--- config.mk ---
export PLATFORM = sky130hd
export DESIGN_NAME = mlspi_engine
export DESIGN_NICKNAME = d
export VERILOG_FILES = /design/src/rtl/mlspi_pkg.sv /design/src/rtl/mlspi_clkgen.sv /design/src/rtl/mlspi_shifter.sv /design/src/rtl/mlspi_engine.sv
export SDC_FILE = /design/constraint.sdc
export NUM_CORES = 1
export LEC_CHECK = 0
export BUFFER_PORTS_ARGS = -buffer_cell sky130_fd_sc_hd__buf_2
export CORE_ASPECT_RATIO = 1.4
export CORE_MARGIN = 10
export CORE_UTILIZATION = 55
export CTS_CLUSTER_DIAMETER = 200
export DETAILED_ROUTE_END_ITERATION = 6
export HOLD_SLACK_MARGIN = 0.03
export PLACE_DENSITY = 0.8
export SETUP_SLACK_MARGIN = 0.5
export SLEW_MARGIN = 20
export SYNTH_ARGS = -nofsm -noshare
export SYNTH_HDL_FRONTEND = slang
export SYNTH_SLANG_ARGS = --single-unit
export TNS_END_PERCENT = 5
--- constraint.sdc ---
create_clock -name clk -period 2.95 [get_ports clk]
set_clock_uncertainty 0.15 [all_clocks]
set_input_delay 0.295 -clock clk [delete_from_list [all_inputs] [get_ports clk]]
set_output_delay 0.295 -clock clk [all_outputs]
set_load 0.1 [all_outputs]
--- src/rtl/mlspi_pkg.sv ---
`timescale 1ns/1ps
package mlspi_pkg;
  typedef enum logic [1:0] {LANE_X1 = 2'd0, LANE_X2 = 2'd1, LANE_X4 = 2'd2, LANE_XR = 2'd3} lane_e;
  typedef enum logic [1:0] {ST_IDLE, ST_LOAD, ST_SHIFT, ST_HAND} st_e;

  // bit mirror of one byte
  function automatic logic [7:0] rev8(input logic [7:0] b);
    logic [7:0] r;
    for (int i = 0; i < 8; i++) r[i] = b[7-i];
    return r;
  endfunction

  // SCK cycles per byte, minus one
  function automatic logic [2:0] last_unit(input lane_e l);
    case (l)
      LANE_X1: return 3'd7;
      LANE_X2: return 3'd3;
      default: return 3'd1;
    endcase
  endfunction

  // data lines driven when transmitting
  function automatic logic [3:0] lane_mask(input lane_e l);
    case (l)
      LANE_X1: return 4'b0001;
      LANE_X2: return 4'b0011;
      default: return 4'b1111;
    endcase
  endfunction
endpackage

--- src/rtl/mlspi_clkgen.sv ---
`timescale 1ns/1ps
module mlspi_clkgen #(
  parameter int DIV_W = 8
) (
  input  logic             clk,
  input  logic             rst_n,
  input  logic             ctl_wr,
  input  logic [DIV_W-1:0] ctl_div,
  input  logic             ctl_en,
  input  logic             run,
  output logic             clk_on,
  output logic             stable,
  output logic             half_tick
);
  localparam int HW = DIV_W + 1;
  localparam int SW = DIV_W + 2;

  // half-period length in base cycles: a divider of zero counts as one
  function automatic logic [HW-1:0] half_len(input logic [DIV_W-1:0] d);
    return (d == '0) ? HW'(1) : {1'b0, d};
  endfunction

  logic [DIV_W-1:0] div_q;
  logic             en_q;
  logic [SW-1:0]    settle_q;
  logic [HW-1:0]    ph_q;
  logic [HW-1:0]    hl;

  assign hl = half_len(div_q);

  always_ff @(posedge clk or negedge rst_n) begin
    if (!rst_n) begin
      div_q    <= '0;
      en_q     <= 1'b0;
      settle_q <= '0;
      ph_q     <= HW'(1);
    end else begin
      if (ctl_wr) begin
        div_q    <= ctl_div;
        en_q     <= ctl_en;
        settle_q <= {half_len(ctl_div), 1'b0};
      end else if (settle_q != '0) begin
        settle_q <= settle_q - SW'(1);
      end
      if (!run || ph_q == hl) ph_q <= HW'(1);
      else                    ph_q <= ph_q + HW'(1);
    end
  end

  assign half_tick = run && (ph_q == hl);
  assign stable    = (settle_q == '0);
  assign clk_on    = en_q;

  a_r3_write_drops_stable: assert property (@(posedge clk) disable iff (!rst_n)
    ctl_wr |=> !stable);
endmodule

--- src/rtl/mlspi_shifter.sv ---
`timescale 1ns/1ps
module mlspi_shifter
  import mlspi_pkg::*;
(
  input  logic       clk,
  input  logic       rst_n,
  input  logic       load,
  input  logic [7:0] load_byte,
  input  logic       shift_tx,
  input  logic       sample_rx,
  input  lane_e      lane,
  input  logic       lsb,
  input  logic [3:0] dq_in,
  output logic [3:0] dq_out,
  output logic [7:0] rx_byte
);
  logic [7:0] sr_q;
  logic [7:0] shifted;

  // one group leaves at the top, the sampled group enters at the bottom
  always_comb begin
    case (lane)
      LANE_X1: begin shifted = {sr_q[6:0], dq_in[1]};   dq_out = {3'b000, sr_q[7]};   end
      LANE_X2: begin shifted = {sr_q[5:0], dq_in[1:0]}; dq_out = {2'b00, sr_q[7:6]}; end
      default: begin shifted = {sr_q[3:0], dq_in[3:0]}; dq_out = sr_q[7:4];           end
    endcase
  end

  always_ff @(posedge clk or negedge rst_n) begin
    if (!rst_n)                     sr_q <= '0;
    else if (load)                  sr_q <= lsb ? rev8(load_byte) : load_byte;
    else if (shift_tx || sample_rx) sr_q <= shifted;
  end

  assign rx_byte = lsb ? rev8(sr_q) : sr_q;
endmodule

--- src/rtl/mlspi_engine.sv ---
`timescale 1ns/1ps
module mlspi_engine
  import mlspi_pkg::*;
#(
  parameter int CNT_W  = 9,
  parameter int DIV_W  = 8,
  parameter int NUM_CS = 2,
  parameter int DEV_W  = 2
) (
  input  logic               clk,
  input  logic               rst_n,
  input  logic               ctl_wr,
  input  logic [2*DIV_W-1:0] ctl_word,
  output logic               clk_stable,
  input  logic               start,
  input  logic [CNT_W-1:0]   byte_cnt,
  input  logic               dir_rx,
  input  logic [1:0]         lane_mode,
  input  logic               lsb_first,
  input  logic               cpol,
  input  logic               cpha,
  input  logic [DEV_W-1:0]   dev_sel,
  input  logic               release_cs,
  output logic               busy,
  output logic               done,
  input  logic [7:0]         tx_data,
  input  logic               tx_valid,
  output logic               tx_ready,
  output logic [7:0]         rx_data,
  output logic               rx_valid,
  input  logic               rx_ready,
  output logic               sck,
  output logic [NUM_CS-1:0]  cs_n,
  output logic [3:0]         dq_out,
  output logic [3:0]         dq_oe,
  input  logic [3:0]         dq_in
);
  st_e              st_q;
  lane_e            lane_q;
  logic             dir_q, lsb_q, cpol_q, rel_q, cs_act_q, phase_q, done_q;
  logic [DEV_W-1:0] dev_q;
  logic [2:0]       unit_q;
  logic [CNT_W-1:0] bytes_q;

  // named events for the assertions and the shifter
  logic run, clk_on, half_tick, start_ok;
  logic ev_rise, ev_fall, ev_byte_end, ev_finish;
  logic unused_ctl;

  assign unused_ctl = ^ctl_word[DIV_W-1:1];
  assign run        = (st_q == ST_SHIFT);

  mlspi_clkgen #(.DIV_W(DIV_W)) u_clkgen (
    .clk       (clk),
    .rst_n     (rst_n),
    .ctl_wr    (ctl_wr),
    .ctl_div   (ctl_word[2*DIV_W-1:DIV_W]),
    .ctl_en    (ctl_word[0]),
    .run       (run),
    .clk_on    (clk_on),
    .stable    (clk_stable),
    .half_tick (half_tick)
  );

  assign start_ok    = (st_q == ST_IDLE) && start && clk_on && clk_stable &&
                       (byte_cnt != '0) && (cpol == cpha);
  assign ev_rise     = run && half_tick && !phase_q;
  assign ev_fall     = run && half_tick && phase_q;
  assign ev_byte_end = ev_fall && (unit_q == '0);
  assign ev_finish   = (ev_byte_end && !dir_q && bytes_q == CNT_W'(1)) ||
                       (st_q == ST_HAND && rx_ready && bytes_q == '0);

  always_ff @(posedge clk or negedge rst_n) begin
    if (!rst_n) begin
      st_q     <= ST_IDLE;
      lane_q   <= LANE_X1;
      dir_q    <= 1'b0;
      lsb_q    <= 1'b0;
      cpol_q   <= 1'b0;
      rel_q    <= 1'b0;
      cs_act_q <= 1'b0;
      phase_q  <= 1'b0;
      done_q   <= 1'b0;
      dev_q    <= '0;
      unit_q   <= '0;
      bytes_q  <= '0;
    end else begin
      done_q <= ev_finish;
      if (ev_finish && rel_q) cs_act_q <= 1'b0;
      case (st_q)
        ST_IDLE: begin
          cpol_q <= cpol;
          if (start_ok) begin
            dir_q    <= dir_rx;
            lane_q   <= lane_e'(lane_mode);
            lsb_q    <= lsb_first;
            dev_q    <= dev_sel;
            rel_q    <= release_cs;
            bytes_q  <= byte_cnt;
            cs_act_q <= 1'b1;
            unit_q   <= last_unit(lane_e'(lane_mode));
            phase_q  <= 1'b0;
            st_q     <= dir_rx ? ST_SHIFT : ST_LOAD;
          end
        end
        ST_LOAD: begin
          if (tx_valid) begin
            st_q    <= ST_SHIFT;
            unit_q  <= last_unit(lane_q);
            phase_q <= 1'b0;
          end
        end
        ST_SHIFT: begin
          if (half_tick) begin
            phase_q <= !phase_q;
            if (phase_q) begin
              if (unit_q != '0) begin
                unit_q <= unit_q - 3'd1;
              end else begin
                bytes_q <= bytes_q - CNT_W'(1);
                if (dir_q)                      st_q <= ST_HAND;
                else if (bytes_q == CNT_W'(1))  st_q <= ST_IDLE;
                else                            st_q <= ST_LOAD;
              end
            end
          end
        end
        default: begin
          if (rx_ready) begin
            if (bytes_q == '0) begin
              st_q <= ST_IDLE;
            end else begin
              st_q    <= ST_SHIFT;
              unit_q  <= last_unit(lane_q);
              phase_q <= 1'b0;
            end
          end
        end
      endcase
    end
  end

  mlspi_shifter u_shifter (
    .clk       (clk),
    .rst_n     (rst_n),
    .load      (st_q == ST_LOAD && tx_valid),
    .load_byte (tx_data),
    .shift_tx  (ev_fall && unit_q != '0 && !dir_q),
    .sample_rx (ev_rise && dir_q),
    .lane      (lane_q),
    .lsb       (lsb_q),
    .dq_in     (dq_in),
    .dq_out    (dq_out),
    .rx_byte   (rx_data)
  );

  assign busy     = (st_q != ST_IDLE);
  assign done     = done_q;
  assign tx_ready = (st_q == ST_LOAD);
  assign rx_valid = (st_q == ST_HAND);
  assign sck      = run ? phase_q : cpol_q;
  assign dq_oe    = (busy && !dir_q) ? lane_mask(lane_q) : 4'b0000;

  for (genvar g = 0; g < NUM_CS; g++) begin : g_cs
    assign cs_n[g] = !(cs_act_q && (dev_q == DEV_W'(g)));
  end

  a_r1_reject_keeps_idle: assert property (@(posedge clk) disable iff (!rst_n)
    (st_q == ST_IDLE && start && !start_ok) |=> !busy);
  a_r2_idle_level: assert property (@(posedge clk) disable iff (!rst_n)
    (!busy && $past(!busy)) |-> (sck == $past(cpol)));
  a_r4_data_still_high: assert property (@(posedge clk) disable iff (!rst_n)
    (run && $past(run) && sck && $past(sck)) |-> $stable(dq_out));
  a_r5_rx_lines_free: assert property (@(posedge clk) disable iff (!rst_n)
    (busy && dir_q) |-> (dq_oe == 4'b0000));
  a_r5_rx_hold: assert property (@(posedge clk) disable iff (!rst_n)
    (rx_valid && !rx_ready) |=> (rx_valid && $stable(rx_data)));
  a_r7_one_select: assert property (@(posedge clk) disable iff (!rst_n)
    (busy && int'(dev_q) < NUM_CS) |-> ($countones(~cs_n) == 1));
  a_r9_done_idle: assert property (@(posedge clk) disable iff (!rst_n)
    done |-> (!busy && $past(busy)));
endmodule

# Word level (Yosys, flattened, before mapping)
# Cells that the tools add are included.
# Widths: inputs -> output; s select.
# totals
register_bits	61
latchBits	0
mem_bits_rw	0
romBits	0
wordCells	138
n_memories	0
# classes
n_addsub	4
n_mul	0
div	0
order_cmp	0
eq_ne	16
shifts	0
n_mux	49
bitwise	0
n_reduce_logical	52
# ops
operator	n
$mux 8	6
$mux 9	5
$logic_and 1x1->1	22
$mux 3	7
$mux 10	2
$mux 2	9
$pmux 9 s2	1
$logic_not 8->1	2
$pmux 4 s2	2
$pmux 8 s2	1
$pmux 3 s2	2
$logic_not 10->1	1
$mux 1	10
$reduce_and 5->1	2
$reduce_bool 10->1	1
$sub 10x1->10 const B	1
$add 9x1->9 const B	1
$eq 9x1->1 const B	1
$eq 9x9->1	1
$logic_not 9->1	1
$pmux 3 s3	1
$reduce_bool 9->1	1
$sub 9x1->9 const B	1
$eq 2x1->1 const B	4
other kinds (19)	36

# Longest topological paths before layout
# Gate-level depths: netlist of the first run.
# depth
word_depth	14
ltp_mapped	12

# By module
# A second synthesis of the first run with hierarchy kept.
# hier_totals
hier_cells	388
hier_area_um2	3872.5
# modules_own_cells
mod	instances	cells_each	area_each_um2
mlspi_engine	1	173	1672.9
mlspi_clkgen	1	141	1451.4
mlspi_shifter	1	74	748.2

# Worst setup path before layout of the first run
# No wires, ideal clock.
# synth_timing
path_kind	register -> output
start	register st_q[0]
end	output dq_oe[3]
arrival_time_ns	3.575
t_required_ns	2.505
path_slack_ns	-1.070
stages_incl_launch_ff	7
path_buffers	2
path_cell_list	dfrtp_1 -> inv_1 -> ha_1 -> clkbuf_1 -> nor2_1 -> and2_1 -> buf_4
# synth_between
elab_chain_cells	3
# synth_lines
element	line	source
from (decl)	mlspi_engine.sv:38	st_e st_q;
from (signal assigned)	mlspi_engine.sv:103	st_q <= dir_rx ? ST_SHIFT : ST_LOAD;
$reduce_bool 2->1	mlspi_engine.sv:157	assign busy = (st_q != ST_IDLE);
$logic_and 1x1->1	mlspi_engine.sv:162	assign dq_oe = (busy && !dir_q) ? lane_mask(lane_q) : 4'b0000;
$mux 4	mlspi_engine.sv:162	
to (decl)	mlspi_engine.sv:35	output logic [3:0] dq_oe,
# Every way passes these cells.

# Final worst setup path of the first run
# layout_timing
start	register u_clkgen.div_q[5]
end	register bytes_q[8]
# layout_between
elab_chain_cells	6
# layout_lines
element	line	source
from (decl)	mlspi_clkgen.sv:23	logic [DIV_W-1:0] div_q;
from (signal assigned)	mlspi_clkgen.sv:39	div_q <= ctl_div;
$logic_not 8->1	mlspi_clkgen.sv:20	return (d == '0) ? HW'(1) : {1'b0, d};
$mux 8 *	mlspi_clkgen.sv:20	
$eq 9x9->1 *	mlspi_clkgen.sv:50	assign half_tick = run && (ph_q == hl);
$logic_and 1x1->1 *	mlspi_clkgen.sv:50	
$ne 2x1->1 (no line) *	--	
$reduce_and 5->1 (no line) *	--	
to (signal assigned)	mlspi_engine.sv:99	bytes_q <= byte_cnt;
to (signal assigned)	mlspi_engine.sv:120	bytes_q <= bytes_q - CNT_W'(1);
to (decl)	mlspi_engine.sv:43	logic [CNT_W-1:0] bytes_q;
# Every way passes the cells marked *; elsewhere a longest branch is shown, timed or not.
# A chain may end at the register's enable or synchronous reset.

==> impl_metrics.env, run 1 <==
export IMPL_synth_nets=466
export IMPL_root_buffer="clkbuf_8"
export IMPL_cts_buffers=9
export IMPL_synthCells=404
export IMPL_grt_max_degree=28
export IMPL_drc_errors=0
export IMPL_r2r_end="bytes_q[8]"
export IMPL_initial_core_util_pct=56.2
export IMPL_max_freq_mhz=393
export IMPL_grt_first_pass_wirelength_mm=17.6
export IMPL_wl_per_cell_um=17.5
export IMPL_power_density_mw_per_mm2=893
export IMPL_ys_seq_area_share_pct=39.2
export IMPL_worst_slack_ps=406
export IMPL_antenna_left=0
export IMPL_fp_dieW_um=91.2
export IMPL_synth_top_area_cell="dfrtp_1"
export IMPL_overflow=0
export IMPL_cp_end_kind="flip-flop"
export IMPL_status="complete, no violations"
export IMPL_synth_area_top_cells="dfrtp_1, mux2_2, mux2i_1"
export IMPL_synth_edf_count=0
export IMPL_synth_warnings=0
export IMPL_maxCapViolCount=0
export IMPL_antenna_found_initial=0
export IMPL_grt_util_all_layers_pct=19.4
export IMPL_setup_viol=0
export IMPL_cts_tree="done"
export IMPL_layout_commonest_cell="buf_2"
export IMPL_slew_headroom_pct=49.2
export IMPL_post_place_ws_ps=174
export IMPL_register_area_mm2=0.00153
export IMPL_clock_latency_ps=360
export IMPL_ys_types=62
export IMPL_worstMarginPinSlew_ps=762
export IMPL_crit_fanout=9
export IMPL_cp_arrival_ps=2650
export IMPL_required_ps=3060
export IMPL_synthArstFlopShare_pct=100
export IMPL_io_buffers=68
export IMPL_die_h_um=120
export IMPL_placed_cells_incl_taps=562
export IMPL_hp_class="in2reg"
export IMPL_area_growth_pct=28.2
export IMPL_cp_depth=8
export IMPL_avgSynthCellArea_um2=9.65
export IMPL_ys_seq_elements=61
export IMPL_cp_slowest_stage_delay_ps=550
export IMPL_coreArea_mm2=0.00694
export IMPL_path_cells="or4_4 > nor4_4 > buf_4 > a21o_4 > a2111oi_4 > buf_4 > buf_4 > a311oi_2"
export IMPL_firstDrtPassIters=5
export IMPL_synth_top_cell_area_share_pct=38.5
export IMPL_crit_start="u_clkgen.div_q[5]"
export IMPL_place_area_mm2=0.00439
export IMPL_io_pins=76
export IMPL_crit_type="reg2reg"
export IMPL_fin_area_mm2=0.00500
export IMPL_syn_area_mm2=0.00390
export IMPL_worstSetupStartpointType="flip-flop"
export IMPL_p_leak_nw=2.19
export IMPL_ys_flop_type="dfrtp_1"
export IMPL_num_antenna_cells=0
export IMPL_reg2reg_from="u_clkgen.div_q[5]"
export IMPL_reg2reg_slack_ps=410
export IMPL_post_route_cells_drive_above_1_share_pct=36.2
export IMPL_period_needed_ps=2540
export IMPL_path_common_cell="buf_4"
export IMPL_rsz0062_at_grt="true"
export IMPL_final_hold_violation_count=0
export IMPL_cp_slowest_cell="or4_4"
export IMPL_die_area_mm2=0.0109
export IMPL_clock_sinks=61
export IMPL_instances_no_fill=606
export IMPL_power_w=0.00446
export IMPL_drt_iter0_markers=261
export IMPL_dr_total_vias=3544
export IMPL_h_tree_depth=3
export IMPL_crit_family="simple AND/OR/NAND/NOR gates"
export IMPL_grt_pass1_vias=3650
export IMPL_most_common_layout_cells="buf_2, dfrtp_1, buf_4"
export IMPL_wl_mm=10.6
export IMPL_num_rows=36
export IMPL_ir_drop_v=0.000575
export IMPL_drv_slew=0
export IMPL_fin_crit_sh_pct=86.2
export IMPL_setup_tns_final_ps=0
export IMPL_dp_hpwl_mm=7.06
export IMPL_multi_input_area_mm2=0.00236
export IMPL_nets=568
export IMPL_cts_buffer_depth=2
export IMPL_cp_endpoint="bytes_q[8]"
export IMPL_r2r_cells=8
export IMPL_clk_pin_slew_ps=80
export IMPL_viasPerCell=5.85
export IMPL_crit_buf_inv=3
export IMPL_gp_congestion=0.833
export IMPL_num_fill_cells=513
==> Yosys cell counts (2+ instances only) <==
| cell | count |
|---|---|
| nor2_1 | 32 |
| nor3_1 | 12 |
| mux2_2 | 23 |
| o21ai_0 | 25 |
| and4_1 | 3 |
| a2bb2oi_1 | 2 |
| buf_4 | 3 |
| and3_1 | 5 |
| nor3_2 | 5 |
| nor4_2 | 2 |
| o41ai_1 | 2 |
| nand3_1 | 14 |
| nor4_4 | 2 |
| a31oi_1 | 6 |
| and2_1 | 5 |
| nand2_1 | 31 |
| a21oi_1 | 12 |
| nand2_2 | 2 |
| nor4_1 | 4 |
| dfrtp_1 | 60 |
| o31ai_1 | 7 |
| a211oi_1 | 8 |
| or3_1 | 3 |
| o221ai_1 | 2 |
| ha_1 | 10 |
| mux2i_1 | 21 |
| inv_1 | 22 |
| clkbuf_1 | 11 |
| nor2b_1 | 7 |
| xor2_1 | 14 |
| o21ai_1 | 2 |
| or3b_2 | 2 |
| nand2b_1 | 5 |
| nand4_1 | 5 |
| xnor2_1 | 8 |
==> stage by stage <==
step	utilization, %	hold slack, ps
final	72.1	39.9
after global routing	72.1	34.0
after detailed placement	63.3	177
after CTS	70.7	32.1
after floorplan	-	-151
after global placement	63.3	167
==> area by class of cell <==
class                      count  area share [%]
tap                           95            2.38
timing repair buffer         107            13.3
sequential                    61            30.6
inverter                      24            2.05
clock inverter                 6            1.73
multi-input combinational    303            47.2
clock buffer                  10            2.75
==> registers in the layout (all words and copies together), names as in the netlist <==
name,count
phase_q,1
lane_q,2
cs_act_q,1
unit_q,3
lsb_q,1
dir_q,1
dev_q,2
done,1
cpol_q,1
bytes_q,9
rel_q,1
u_clkgen.div_q,8
u_clkgen.ph_q,9
u_clkgen.clk_on,1
u_shifter.sr_q,8
u_clkgen.settle_q,10
st_q,2
==> routing by layer <==
metal / vias to the layer above / track usage, % / share of wire [%]
met3: 20 / 4.87 / 5.7
met1: 1742 / 21.8 / 39
li1: 1657 / - / -
met2: 125 / 34.0 / 54
met5: - / 0 / 0
met4: 0 / 8.45 / 2.2
==> power breakdown <==
group	switching, W	leakage, nW	internal, W
clock network	0.000350	0.112	0.000497
registers	0.000239	0.737	0.00102
logic	0.00158	1.34	0.000771
==> how the worst min path moves through the flow <==
stage,end,depth (start not counted),slack (ps),start
floorplan,bytes_q[0],0,-150,rst_n
global placement,u_clkgen.settle_q[3],1,170,rst_n
detailed placement,u_clkgen.settle_q[3],1,180,rst_n
CTS,u_clkgen.div_q[0],2,30,ctl_word[8]
global route,bytes_q[5],2,30,byte_cnt[5]
finish,bytes_q[5],2,40,byte_cnt[5]
==> logic make-up after synthesis <==
group                    count (synthesis)  share of synthesized area [%]
AO/OA/AOI/OAI                           77                           14.2
XOR/XNOR                                22                           4.94
adder cells (fa/ha/maj)                 10                           3.21
buffers and inverters                   41                           4.59
flip-flops                              61                           39.2
multiplexers                            46                           12.7
AND/OR/NAND/NOR                        147                           21.2
==> what timing repair did <==
action | CTS | global route
resized for setup | 15 | 12
setup buffers | 19 | 2
pin swaps | 12 | 7
cloned | 1 | 0
endpoints found under the hold margin | 27 | 1
endpoints found under the setup margin | 31 | 51
hold buffers | 5 | 1
No activity file was read; power rests on OpenSTA's default activity.
==> run 2, diff against run 1 <==
Settings changed: SETUP_SLACK_MARGIN 0.5 to unset.
==> run 2 against run 1 <==
- worst hold slack better by 1.2 ps
- fmax shrank 9.5%
- clock power shrank 7.6%
- power is 7.0% lower
- cell area decreased by 7.7%
- critical path depth increased by 2
- final cell count shrank 4.1%
- setup slack got worse by 270 ps
- routed wire length shrank 12%
- sequential cell count did not move
==> impl_metrics.env, run 2 (same netlist as run 1, synthesis figures left out) <==
export IMPL_overflow=0
export IMPL_cts_tree="done"
export IMPL_antenna_left=0
export IMPL_rsz0062_at_grt="false"
export IMPL_clk_pin_slew_ps=70
export IMPL_reg2reg_from="u_clkgen.settle_q[0]"
export IMPL_hp_class="in2reg"
export IMPL_firstDrtPassIters=4
export IMPL_regMostFlops="u_clkgen.settle_q"
export IMPL_cts_buffer_depth=2
export IMPL_io_pins=76
export IMPL_layout_commonest_cell="buf_2"
export IMPL_viasPerCell=5.71
export IMPL_most_common_layout_cells="buf_2, dfrtp_1, nand2_1, nor2_1, o21ai_0"
export IMPL_r2r_cells=10
export IMPL_top_regs="u_clkgen.settle_q: 10 flops, bytes_q: 9 flops, u_clkgen.ph_q: 9 flops"
export IMPL_min_from="dev_sel[0]"
export IMPL_reg2reg_slack_ps=140
export IMPL_holdPathStages=2
export IMPL_wl_per_cell_um=16.1
export IMPL_period_needed_ps=2810
export IMPL_instances_no_fill=581
export IMPL_cp_arrival_ps=2890
export IMPL_grt_max_degree=62
export IMPL_num_antenna_cells=0
export IMPL_fin_crit_sh_pct=95.3
export IMPL_post_cts_setup_buffers=0
export IMPL_area_growth_pct=18.4
export IMPL_hold_ws_ps=41.1
export IMPL_slew_headroom_pct=47.7
export IMPL_required_ps=3030
export IMPL_h_tree_depth=3
export IMPL_placed_cells_incl_taps=562
export IMPL_cp_end_kind="flip-flop"
export IMPL_cts_buffers=9
export IMPL_fp_dieW_um=91.2
export IMPL_drt_iter0_markers=217
export IMPL_coreArea_mm2=0.00694
export IMPL_grt_util_all_layers_pct=17.4
export IMPL_drv_slew=0
export IMPL_power_density_mw_per_mm2=899
export IMPL_crit_fanout=6
export IMPL_maxCapViolCount=0
export IMPL_grt_first_pass_wirelength_mm=16.0
export IMPL_initial_core_util_pct=56.2
export IMPL_setup_tns_final_ps=0
export IMPL_root_buffer="clkbuf_8"
export IMPL_utilization_pct=66.5
export IMPL_grt_pass1_vias=3492
export IMPL_clock_latency_ps=340
export IMPL_crit_type="reg2reg"
export IMPL_dp_hpwl_mm=7.06
export IMPL_worstMarginPinSlew_ps=785
export IMPL_final_hold_violation_count=0
export IMPL_post_route_cells_drive_above_1_share_pct=30.5
export IMPL_ir_drop_v=0.000435
export IMPL_num_rows=36
export IMPL_antenna_found_initial=0
export IMPL_dr_total_vias=3316
export IMPL_place_area_mm2=0.00437
export IMPL_die_area_mm2=0.0109
export IMPL_r2r_end="unit_q[1]"
export IMPL_gp_congestion=0.849
export IMPL_io_buffers=68
export IMPL_largest_reg_flops=10
export IMPL_fin_area_mm2=0.00461
export IMPL_drc_errors=0
export IMPL_status="complete, no violations"
export IMPL_p_leak_nw=2.02
export IMPL_max_freq_mhz=356
export IMPL_clock_sinks=61
export IMPL_setup_viol=0
export IMPL_worstSetupStartpointType="flip-flop"
export IMPL_wl_mm=9.33
export IMPL_nets=543
export IMPL_die_h_um=120
export IMPL_min_to="dev_q[0]"
==> run 2: per-layer routing <==
metal / vias to the layer above / share of wire, % / GRT usage, %
met5: - / 0 / 0
met4: 0 / 3.5 / 9.92
met3: 30 / 5.2 / 3.87
met2: 101 / 52 / 30.3
met1: 1586 / 39 / 19.0
li1: 1599 / - / -
==> run 2: worst max-delay path, cell delays in order (launching register included) <==
cell	delay [ps]
dfrtp_1	370
inv_1	80
ha_1	190
or3b_2	470
nor2_1	180
nand2_2	130
clkinv_4	100
nand3_2	180
a21oi_2	340
o21ai_1	170
mux2_4	320
==> run 2: where the power goes <==
part,leakage (nW),switching (W),internal [W],total (W)
logic,1.18,0.00149,0.000637,0.00213
registers,0.737,0.000220,0.00102,0.00124
clock network,0.106,0.000325,0.000458,0.000783
==> run 2: per-stage QoR <==
step                setup slack (ps)  total power, W
floorplan                       -424         0.00292
global route                    13.3         0.00438
CTS                              140         0.00416
finish                           139         0.00415
detailed placement               154         0.00336
global placement                 214         0.00330
==> run 2: worst max path at each step <==
stage                               startpoint          to  slack [ps]  cells past startpoint
after floorplan                      lane_q[0]   dq_out[0]        -420                      3
after global placement    u_clkgen.settle_q[0]  bytes_q[4]         210                     10
after detailed placement  u_clkgen.settle_q[0]  bytes_q[4]         150                     10
after CTS                 u_clkgen.settle_q[0]  bytes_q[4]         140                     10
after global routing      u_clkgen.settle_q[0]  bytes_q[4]          10                     10
final                     u_clkgen.settle_q[0]   unit_q[1]         140                     10
==> run 2: timing repair <==
action	4_1_cts	5_1_grt
setup endpoints to repair	0	4
resized for setup	0	0
hold buffers	3	0
endpoints found under the hold margin	62	0
==> run 2: cell type report <==
| cell class | instances | area (µm²) |
|---|---|---|
| fill | 602 | 2320 |
| sequential | 61 | 1530 |
| clock buffer | 13 | 169 |
| timing repair buffer | 83 | 460 |
| multi-input combinational | 302 | 2200 |
| tap | 95 | 119 |
| clock inverter | 3 | 42.5 |
| inverter | 24 | 95.1 |
